$ cat src/rtl/rtc_pkg.sv
package rtc_pkg;
    localparam int RATIO_W  = 12;
    localparam int ACC_W    = RATIO_W + 1;
    localparam int CNT_W    = 64;
    localparam int HALF_W   = CNT_W / 2;
    localparam int SEL_W    = 3;
    localparam int ADDR_W   = 5;
    localparam int DATA_W   = 32;
    localparam int COMMIT_BIT = 16;

    localparam logic [ADDR_W-1:0] OFS_CNT_LO = 5'h00;
    localparam logic [ADDR_W-1:0] OFS_CNT_HI = 5'h04;
    localparam logic [ADDR_W-1:0] OFS_STEP   = 5'h10;
    localparam logic [ADDR_W-1:0] OFS_MOD    = 5'h14;

    typedef struct packed {
        logic [RATIO_W-1:0] step;
        logic [RATIO_W-1:0] modulus;
    } ratio_t;

    function automatic ratio_t default_ratio(input logic [SEL_W-1:0] sel);
        ratio_t r;
        case (sel)
            3'd1:    r = '{step: 12'd1664, modulus: 12'd3250};
            3'd2:    r = '{step: 12'd1536, modulus: 12'd3250};
            3'd4:    r = '{step: 12'd1040, modulus: 12'd3250};
            3'd5:    r = '{step: 12'd768,  modulus: 12'd3250};
            3'd6:    r = '{step: 12'd768,  modulus: 12'd3375};
            3'd7:    r = '{step: 12'd520,  modulus: 12'd3250};
            default: r = '{step: 12'd0,    modulus: 12'd0};
        endcase
        return r;
    endfunction
endpackage

$ cat src/rtl/rtc_ratio_regs.sv
module rtc_ratio_regs
    import rtc_pkg::*;
(
    input  logic              clk,
    input  logic              rst,
    input  logic [SEL_W-1:0]  clk_sel,
    input  logic              wr_en,
    input  logic [ADDR_W-1:0] addr,
    input  logic [DATA_W-1:0] wdata,
    output logic [DATA_W-1:0] step_reg,
    output logic [DATA_W-1:0] mod_reg,
    output ratio_t            active
);
    localparam logic [DATA_W-1:0] COMMIT_MASK = DATA_W'(1) << COMMIT_BIT;

    logic [DATA_W-1:0] step_q;
    logic [DATA_W-1:0] mod_q;
    logic              commit_q;
    ratio_t            active_q;
    ratio_t            dflt;
    logic              wr_step;
    logic              wr_mod;

    always_comb begin
        dflt    = default_ratio(clk_sel);
        wr_step = wr_en && (addr == OFS_STEP);
        wr_mod  = wr_en && (addr == OFS_MOD);
    end

    always_ff @(posedge clk) begin
        if (rst) begin
            step_q   <= DATA_W'(dflt.step);
            mod_q    <= DATA_W'(dflt.modulus);
            commit_q <= 1'b0;
            active_q <= dflt;
        end else begin
            if (commit_q) begin
                active_q <= '{step: step_q[RATIO_W-1:0], modulus: mod_q[RATIO_W-1:0]};
            end
            commit_q <= wr_mod && wdata[COMMIT_BIT];
            if (wr_step) begin
                step_q <= wdata;
            end
            if (wr_mod) begin
                mod_q <= wdata & ~COMMIT_MASK;
            end
        end
    end

    assign step_reg = step_q;
    assign mod_reg  = mod_q | (commit_q ? COMMIT_MASK : '0);
    assign active   = active_q;

    // a commit request clears itself unless renewed
    p_commit_clears_r8: assert property (@(posedge clk) disable iff (rst)
        (commit_q && !(wr_mod && wdata[COMMIT_BIT])) |=> !commit_q);

    // the commit edge copies the pending fields into the active ratio
    p_commit_loads_r7: assert property (@(posedge clk) disable iff (rst)
        commit_q |=> (active_q.step == $past(step_q[RATIO_W-1:0]) &&
                      active_q.modulus == $past(mod_q[RATIO_W-1:0])));

    // without a commit the active ratio is left alone
    p_active_stable_r6: assert property (@(posedge clk) disable iff (rst)
        !commit_q |=> $stable(active_q));
endmodule

$ cat src/rtl/rtc_frac_incr.sv
module rtc_frac_incr
    import rtc_pkg::*;
(
    input  logic             clk,
    input  logic             rst,
    input  ratio_t           ratio,
    output logic [CNT_W-1:0] cnt_o
);
    logic [ACC_W-1:0] acc_q;
    logic [CNT_W-1:0] cnt_q;
    logic [ACC_W:0]   sum;
    logic [ACC_W:0]   wrapped;
    logic             live;
    logic             hit;

    always_comb begin
        live    = (ratio.modulus != '0);
        sum     = {1'b0, acc_q} + (ACC_W+1)'(ratio.step);
        wrapped = sum - (ACC_W+1)'(ratio.modulus);
        hit     = live && (sum >= (ACC_W+1)'(ratio.modulus));
    end

    always_ff @(posedge clk) begin
        if (rst) begin
            acc_q <= '0;
            cnt_q <= '0;
        end else if (live) begin
            if (hit) begin
                acc_q <= wrapped[ACC_W-1:0];
                cnt_q <= cnt_q + 1'b1;
            end else begin
                acc_q <= sum[ACC_W-1:0];
            end
        end
    end

    assign cnt_o = cnt_q;

    // zero modulus freezes the count
    p_hold_zero_mod_r3: assert property (@(posedge clk) disable iff (rst)
        !live |=> $stable(cnt_q));

    // at most one count per reference edge
    p_single_step_r4: assert property (@(posedge clk) disable iff (rst)
        1'b1 |=> (cnt_q == $past(cnt_q) || cnt_q == $past(cnt_q) + 1'b1));

    // step equal to modulus counts every edge
    p_full_rate_r4: assert property (@(posedge clk) disable iff (rst)
        (live && ratio.step == ratio.modulus) |=> cnt_q == $past(cnt_q) + 1'b1);
endmodule

$ cat src/rtl/rtc_read_port.sv
module rtc_read_port
    import rtc_pkg::*;
(
    input  logic              clk,
    input  logic              rst,
    input  logic              rd_en,
    input  logic [ADDR_W-1:0] addr,
    input  logic [CNT_W-1:0]  cnt,
    input  logic [DATA_W-1:0] step_reg,
    input  logic [DATA_W-1:0] mod_reg,
    output logic [DATA_W-1:0] rdata
);
    logic [HALF_W-1:0] hi_q;

    always_ff @(posedge clk) begin
        if (rst) begin
            hi_q <= '0;
        end else if (rd_en && addr == OFS_CNT_LO) begin
            hi_q <= cnt[CNT_W-1:HALF_W];
        end
    end

    always_comb begin
        case (addr)
            OFS_CNT_LO: rdata = DATA_W'(cnt[HALF_W-1:0]);
            OFS_CNT_HI: rdata = DATA_W'(hi_q);
            OFS_STEP:   rdata = step_reg;
            OFS_MOD:    rdata = mod_reg;
            default:    rdata = '0;
        endcase
    end

    // a low-word read captures the high word of that same edge
    p_hi_capture_r10: assert property (@(posedge clk) disable iff (rst)
        (rd_en && addr == OFS_CNT_LO) |=> hi_q == $past(cnt[CNT_W-1:HALF_W]));

    // the captured word only moves on a low-word read
    p_hi_hold_r10: assert property (@(posedge clk) disable iff (rst)
        !(rd_en && addr == OFS_CNT_LO) |=> $stable(hi_q));
endmodule

$ cat src/rtl/rtc_frac_counter.sv
module rtc_frac_counter
    import rtc_pkg::*;
(
    input  logic              clk,
    input  logic              rst,
    input  logic [SEL_W-1:0]  clk_sel,
    input  logic              reg_wr,
    input  logic              reg_rd,
    input  logic [ADDR_W-1:0] reg_addr,
    input  logic [DATA_W-1:0] reg_wdata,
    output logic [DATA_W-1:0] reg_rdata,
    output logic [CNT_W-1:0]  count_o
);
    logic [DATA_W-1:0] step_reg;
    logic [DATA_W-1:0] mod_reg;
    ratio_t            active;
    logic [CNT_W-1:0]  cnt;

    rtc_ratio_regs u_regs (
        .clk      (clk),
        .rst      (rst),
        .clk_sel  (clk_sel),
        .wr_en    (reg_wr),
        .addr     (reg_addr),
        .wdata    (reg_wdata),
        .step_reg (step_reg),
        .mod_reg  (mod_reg),
        .active   (active)
    );

    rtc_frac_incr u_incr (
        .clk   (clk),
        .rst   (rst),
        .ratio (active),
        .cnt_o (cnt)
    );

    rtc_read_port u_rd (
        .clk      (clk),
        .rst      (rst),
        .rd_en    (reg_rd),
        .addr     (reg_addr),
        .cnt      (cnt),
        .step_reg (step_reg),
        .mod_reg  (mod_reg),
        .rdata    (reg_rdata)
    );

    assign count_o = cnt;

    // register accesses never pull the count backwards
    p_no_clear_r9: assert property (@(posedge clk) disable iff (rst)
        1'b1 |=> count_o >= $past(count_o));
endmodule

$ cat config.mk
export PLATFORM = sky130hd
export DESIGN_NAME = rtc_frac_counter
export DESIGN_NICKNAME = d
export VERILOG_FILES = /design/src/rtl/rtc_pkg.sv /design/src/rtl/rtc_ratio_regs.sv /design/src/rtl/rtc_frac_incr.sv /design/src/rtl/rtc_read_port.sv /design/src/rtl/rtc_frac_counter.sv
export SDC_FILE = /design/constraint.sdc
export NUM_CORES = 1
export LEC_CHECK = 0
export BUFFER_PORTS_ARGS = -buffer_cell sky130_fd_sc_hd__buf_2
export CELL_PAD_IN_SITES_DETAIL_PLACEMENT = 1
export CELL_PAD_IN_SITES_GLOBAL_PLACEMENT = 2
export CORE_ASPECT_RATIO = 0.8
export CORE_MARGIN = 3
export CORE_UTILIZATION = 33
export CTS_BUF_LIST = sky130_fd_sc_hd__clkbuf_8
export DETAILED_ROUTE_END_ITERATION = 16
export MAX_ROUTING_LAYER = met4
export PLACE_DENSITY = 0.76
export SYNTH_ARGS = -nofsm -noshare
export SYNTH_HDL_FRONTEND = slang
export SYNTH_SLANG_ARGS = --single-unit
$ cat constraint.sdc
create_clock -name clk -period 4.4 [get_ports clk]
set_clock_uncertainty 0.05 [all_clocks]
set_input_delay 0.44 -clock clk [delete_from_list [all_inputs] [get_ports clk]]
set_output_delay 0.44 -clock clk [all_outputs]
set_load 0.01 [all_outputs]
# --- Yosys cells after proc, flatten, opt, wreduce, memory -nomap -nowiden ---
# Index checks and enable logic that the tools add are counted.
totals:
  regBits: 197
  in_bits: 44
  out_inout_bits: 96
  wordCells: 45
op_classes:
  addsub: 3
  order_cmp: 1
  n_eq_ne: 9
  muxes: 10
  bitwise: 1
  n_reduce_logical: 11
ops:
  columns: ["op", "count"]
  rows:
  - ["$pmux W23 S6", 1]
  - ["$pmux W32 S4", 1]
  - ["$add A64 B1 Y64 const B", 1]
  - ["$mux W12", 4]
  - ["$mux W24", 2]
  - ["$or A32 B17 Y32", 1]
  - ["$mux W17", 1]
  - ["$add A13 B12 Y14", 1]
  - ["$ge A14 B12 Y1", 1]
  - ["$mux W13", 1]
  - ["$sub A13 B12 Y13", 1]
  - ["$eq A3 B3 Y1 const B", 4]
  - ["$reduce_bool A12 Y1", 1]
  - ["$eq A5 B5 Y1 const B", 2]
  - ["$reduce_bool A2 Y1", 3]
  - ["$eq A5 B3 Y1 const B", 1]
  - ["$logic_and A1 B1 Y1", 5]
  - ["$logic_not A5 Y1", 1]
  - ["$eq A3 B1 Y1 const B", 1]
  - ["$eq A3 B2 Y1 const B", 1]
  - ["$reduce_and A2 Y1", 1]

# --- Depth between registers and ports, before layout ---
logic_depth:
  ltp_word: 4
  mapped_depth: 18
  ltp_nobuf: 15

# --- By module ---
# A second synthesis with hierarchy kept.
hier_totals:
  hier_cells: 1335
  hier_area_um2: 11748.8
modules_own_cells:
  columns: ["module", "n_inst", "cells_per_inst", "area_per_inst_um2"]
  rows:
  - ["rtc_frac_incr", 1, 658, 5340.1]
  - ["rtc_ratio_regs", 1, 305, 3603.5]
  - ["rtc_read_port", 1, 372, 2805.2]

# --- Least setup slack after synthesis ---
# Ideal clock, no wire load.
synth_path:
  path_type: "register to register"
  from: "register u_regs.active_q, in the netlist u_regs.active[18]"
  to: "register u_incr.cnt_q[63] (netlist: u_incr.cnt_o[63])"
  t_arrival_ns: 4.039
  t_required_ns: 4.227
  setup_slack_ns: 0.187
  stages_incl_launch_ff: 16
  path_buffers: 2
  synth_period_minus_slack_ns: 4.213
  path_cell_list: "edfxtp_1 -> ha_1 -> a2111oi_0 -> o21ai_0 -> a221oi_1 -> xnor2_1 -> ha_1 -> a211oi_1 -> o21ai_0 -> a221oi_4 -> o2111ai_1 -> buf_2 -> or2_1 -> buf_2 -> and4b_1 -> mux2_1"
synth_via:
  elab_chain_len: 4
synth_rtl:
  columns: ["item", "line_no", "text"]
  rows:
  - ["start: declaration", "rtc_ratio_regs.sv:19", "ratio_t active_q;"]
  - ["start signal: assignment", "rtc_ratio_regs.sv:35", "active_q <= dflt;"]
  - ["start signal: assignment", "rtc_ratio_regs.sv:38", "active_q <= '{step: step_q[RATIO_W-1:0], modulus: mod_q[RATIO_W-1:0]};"]
  - ["$add A13 B12 Y14", "rtc_frac_incr.sv:18", "sum = {1'b0, acc_q} + (ACC_W+1)'(ratio.step);"]
  - ["$ge A14 B12 Y1", "rtc_frac_incr.sv:20", "hit = live && (sum >= (ACC_W+1)'(ratio.modulus));"]
  - ["$logic_and A1 B1 Y1", "rtc_frac_incr.sv:20", null]
  - ["$reduce_and A2 Y1 (no source line)", null, null]
  - ["end signal: assignment", "rtc_frac_incr.sv:30", "cnt_q <= cnt_q + 1'b1;"]
  - ["end: declaration", "rtc_frac_incr.sv:10", "logic [CNT_W-1:0] cnt_q;"]
# Every way passes these cells.
# A chain may end at the register's enable or synchronous reset.

# --- Worst setup path in the final report ---
layout_path:
  from: "register u_regs.active_q, in the netlist u_regs.active[13]"
  to: "register u_incr.cnt_q[15] (netlist: u_incr.cnt_o[15])"
# The elaborated chain is that of the path after synthesis.

==> results.yml <==
timing:
  finalMaxSlewViolations: 0
  worst_slack_ns: 0.160
  tightestPinTransition_ns: 1.07
  hold_viol_final: 0
  whs_ns: 0.145
  period_needed_ns: 4.24
  setup_viol: 0
  max_slew_margin_pct: 28.3
  finalCritPeriodShare_pct: 96.4
  max_freq_mhz: 236
drt:
  num_vias: 9362
  drt_iter0_markers: 518
  dr.pass1.iters: 5
  drc: 0
  ant_nets: 0
  wire_per_inst_um: 20.4
  totalWireLength_um: 35600
  vias_per_cell: 5.37
global_routing:
  antenna_found_initial: 2
  grt_pass1_wl_um: 53300
  grt_pass1_vias: 8910
  track_usage_pct: 21.4
  grt_max_degree: 121
  overflow: 0
clock_network:
  cts_root_buf: "clkbuf_8"
  tritoncts: "done"
  clock_sink_count: 197
  cts_buffers: 17
  clock_latency_ns: 0.49
  path_clk_slew_ns: 0.11
  cts_buffer_depth: 2
  htree_levels: 4
critical_path:
  startpoint: "u_regs.active[13]$_SDFFCE_PP0P_"
  cp-end-kind: "flop"
  r2r_setup_slack_ns: 0.16
  critPathRequiredTime_ns: 4.70
  arrival_ns: 4.54
  reg2reg_from: "u_regs.active[13]$_SDFFCE_PP0P_"
  start_kind: "flop"
  critical_path_class: "reg -> reg"
  cp_max_fo: 15
yosys:
  synth_area_leader_cell: "dfxtp_1"
  synth_top_area_share_pct: 29.1
  ys_seq_elements: 197
  syn_inst: 1202
  yosys_warnings: 0
  synth_cell_types: 62
  synthArstFlopShare_pct: 0
  synth_enable_flop_cells: 48
  synth.most_common_cell: "nand2_1"
  synth_common_cells: "198 x nand2_1, 149 x dfxtp_1, 141 x a21oi_1"
  syn-num-nets: 1273
  netlist_top_cells_area: "dfxtp_1 29%, edfxtp_1 14%, nand2_1 7.3%"
  synth_flop_cell: "dfxtp_1"
  synthesis.area_mm2: 0.0102
  yosysSeqAreaShare_pct: 43.2
  syn_avg_cell_area_um2: 8.52
flow_run:
  drv_cap: 0
layout:
  largest_reg_flops: 64
  final_nets: 1389
  synthToLayoutAreaGrowth_pct: 16.5
  fill_cells: 3661
  seq_area_mm2: 0.00442
  drive_gt1_share_pct: 17.7
  multiInputGateArea_mm2: 0.00540
place:
  place_congestion: 0.848
  numPortBuffers: 139
  pre_cts_slack_ns: -0.0341
  dpl.hpwl_um: 25600
floorplan:
  start_util_pct: 33.6
  die_area_mm2: 0.0332
  ios: 140
  rows: 57
  dieWidth_um: 203
  core_area_mm2: 0.0305
  die_h_um: 164
worst_hold_path:
  worstHoldStart: "reg_wdata[22]"
  hold_path.class: "in -> reg"
pwr:
  cellPowerDensity_mw_per_mm2: 435
  p_leak_nw: 4.56
  fin_total_pwr_mw: 5.18
  ir_worst_vdd_v: 0.000207
run_status:
  outcome: "complete, no violations"
[logic make-up (layout without fill, tap and decap cells)]
group | after synthesis | in the layout | synth area share (%)
and+or+nand+nor | 436 | 436 | 21.1
AOI/OAI and AO/OA | 320 | 320 | 18.6
DFF | 197 | 197 | 43.2
buffers and inverters | 131 | 258 | 4.94
muxes | 69 | 69 | 6.78
adders and majority gates | 27 | 27 | 3.45
xor gates and xnor gates | 22 | 22 | 1.88
other | 0 | 2 | 0
[final cells by class]
cell class,count,area share (%)
antenna,2,0.0420
inverter,55,1.73
sequential,197,37.1
tap,413,4.33
multi-input combinational,874,45.2
clock inverter,12,0.787
timing repair buffer,173,8.68
clock buffer,18,2.08
[placed cells by master, fill, tap and decap left out, types with 4 or more instances in the layout]
master and instances:
o21ai_1 4, xnor2_1 12, buf_12 4, nand3_1 31, and2_1 4, or3_1 33
a311oi_1 8, o21ai_0 56, xor2_1 10, o31ai_1 30, nor3_1 8, o211ai_1 5
nor2b_1 16, edfxtp_1 48, inv_1 58, buf_4 28, ha_1 24, nor2_1 46
nand4_1 14, nand2b_1 15, a31oi_1 4, nand2_1 198, o22ai_1 35, buf_2 137
and4_1 4, and3_1 9, a21oi_1 141, or2_2 6, or4_1 29, clkbuf_8 18
nor4_1 4, a21o_1 7, mux2i_1 66, dfxtp_1 149
[metal layers]
| metal | track usage, % | routed length [um] |
|---|---|---|
| met4 | 3.40 | 199 |
| met1 | 32.5 | 18800 |
| met5 | - | 0 |
| met3 | 3.96 | 1710 |
| met2 | 29.6 | 14900 |
[worst paths after layout]
path | endpoint | cells after the start
setup / recovery | u_incr.cnt_o[15]$_SDFFE_PP0P_ | 17
hold / removal | u_regs.step_reg[22]$_SDFFE_PP0P_ | 3
setup reg to reg | u_incr.cnt_o[15]$_SDFFE_PP0P_ | 17
hold reg to reg | u_regs.mod_q[18]$_SDFFE_PP0P_ | 2
[through the flow]
stage	instances	cell area [um2]	TNS (ns)	utilization (%)
2_1_floorplan	1202	10200	0	-
3_3_place_gp	1701	11400	0	37.5
3_5_place_dp	1701	11400	-0.358	37.5
4_1_cts	1731	11800	0	38.6
5_1_grt	1744	11900	-0.160	39.2
6_report	1744	11900	0	39.2
[power breakdown]
group	switching (mW)	internal [mW]
registers	0.0775	1.96
logic	1.17	0.856
clock network	0.672	0.450
total	1.92	3.27
[timing repair]
action,4_1_cts,5_1_grt
gates resized for setup,1,23
hold buffers,0,0
endpoints found under the hold margin,0,0
buffers inserted,0,9
endpoints found under the setup margin,20,77
pin swaps,0,13
gates cloned,0,2
[critical path, cell delays in order, from the launching register on]
cell       delay (ns)
edfxtp_1         0.48
ha_4             0.28
a211oi_2         0.28
nor2_1           0.10
o21ai_1          0.18
nor2b_2          0.18
xnor2_1          0.17
ha_1             0.29
and3_1           0.22
a221o_1          0.43
a221oi_4         0.33
o2111ai_2        0.21
buf_6            0.20
o211ai_1         0.17
buf_4            0.17
buf_6            0.17
or3_1            0.13
a21oi_1          0.06
(Power assumes the default switching activity.)
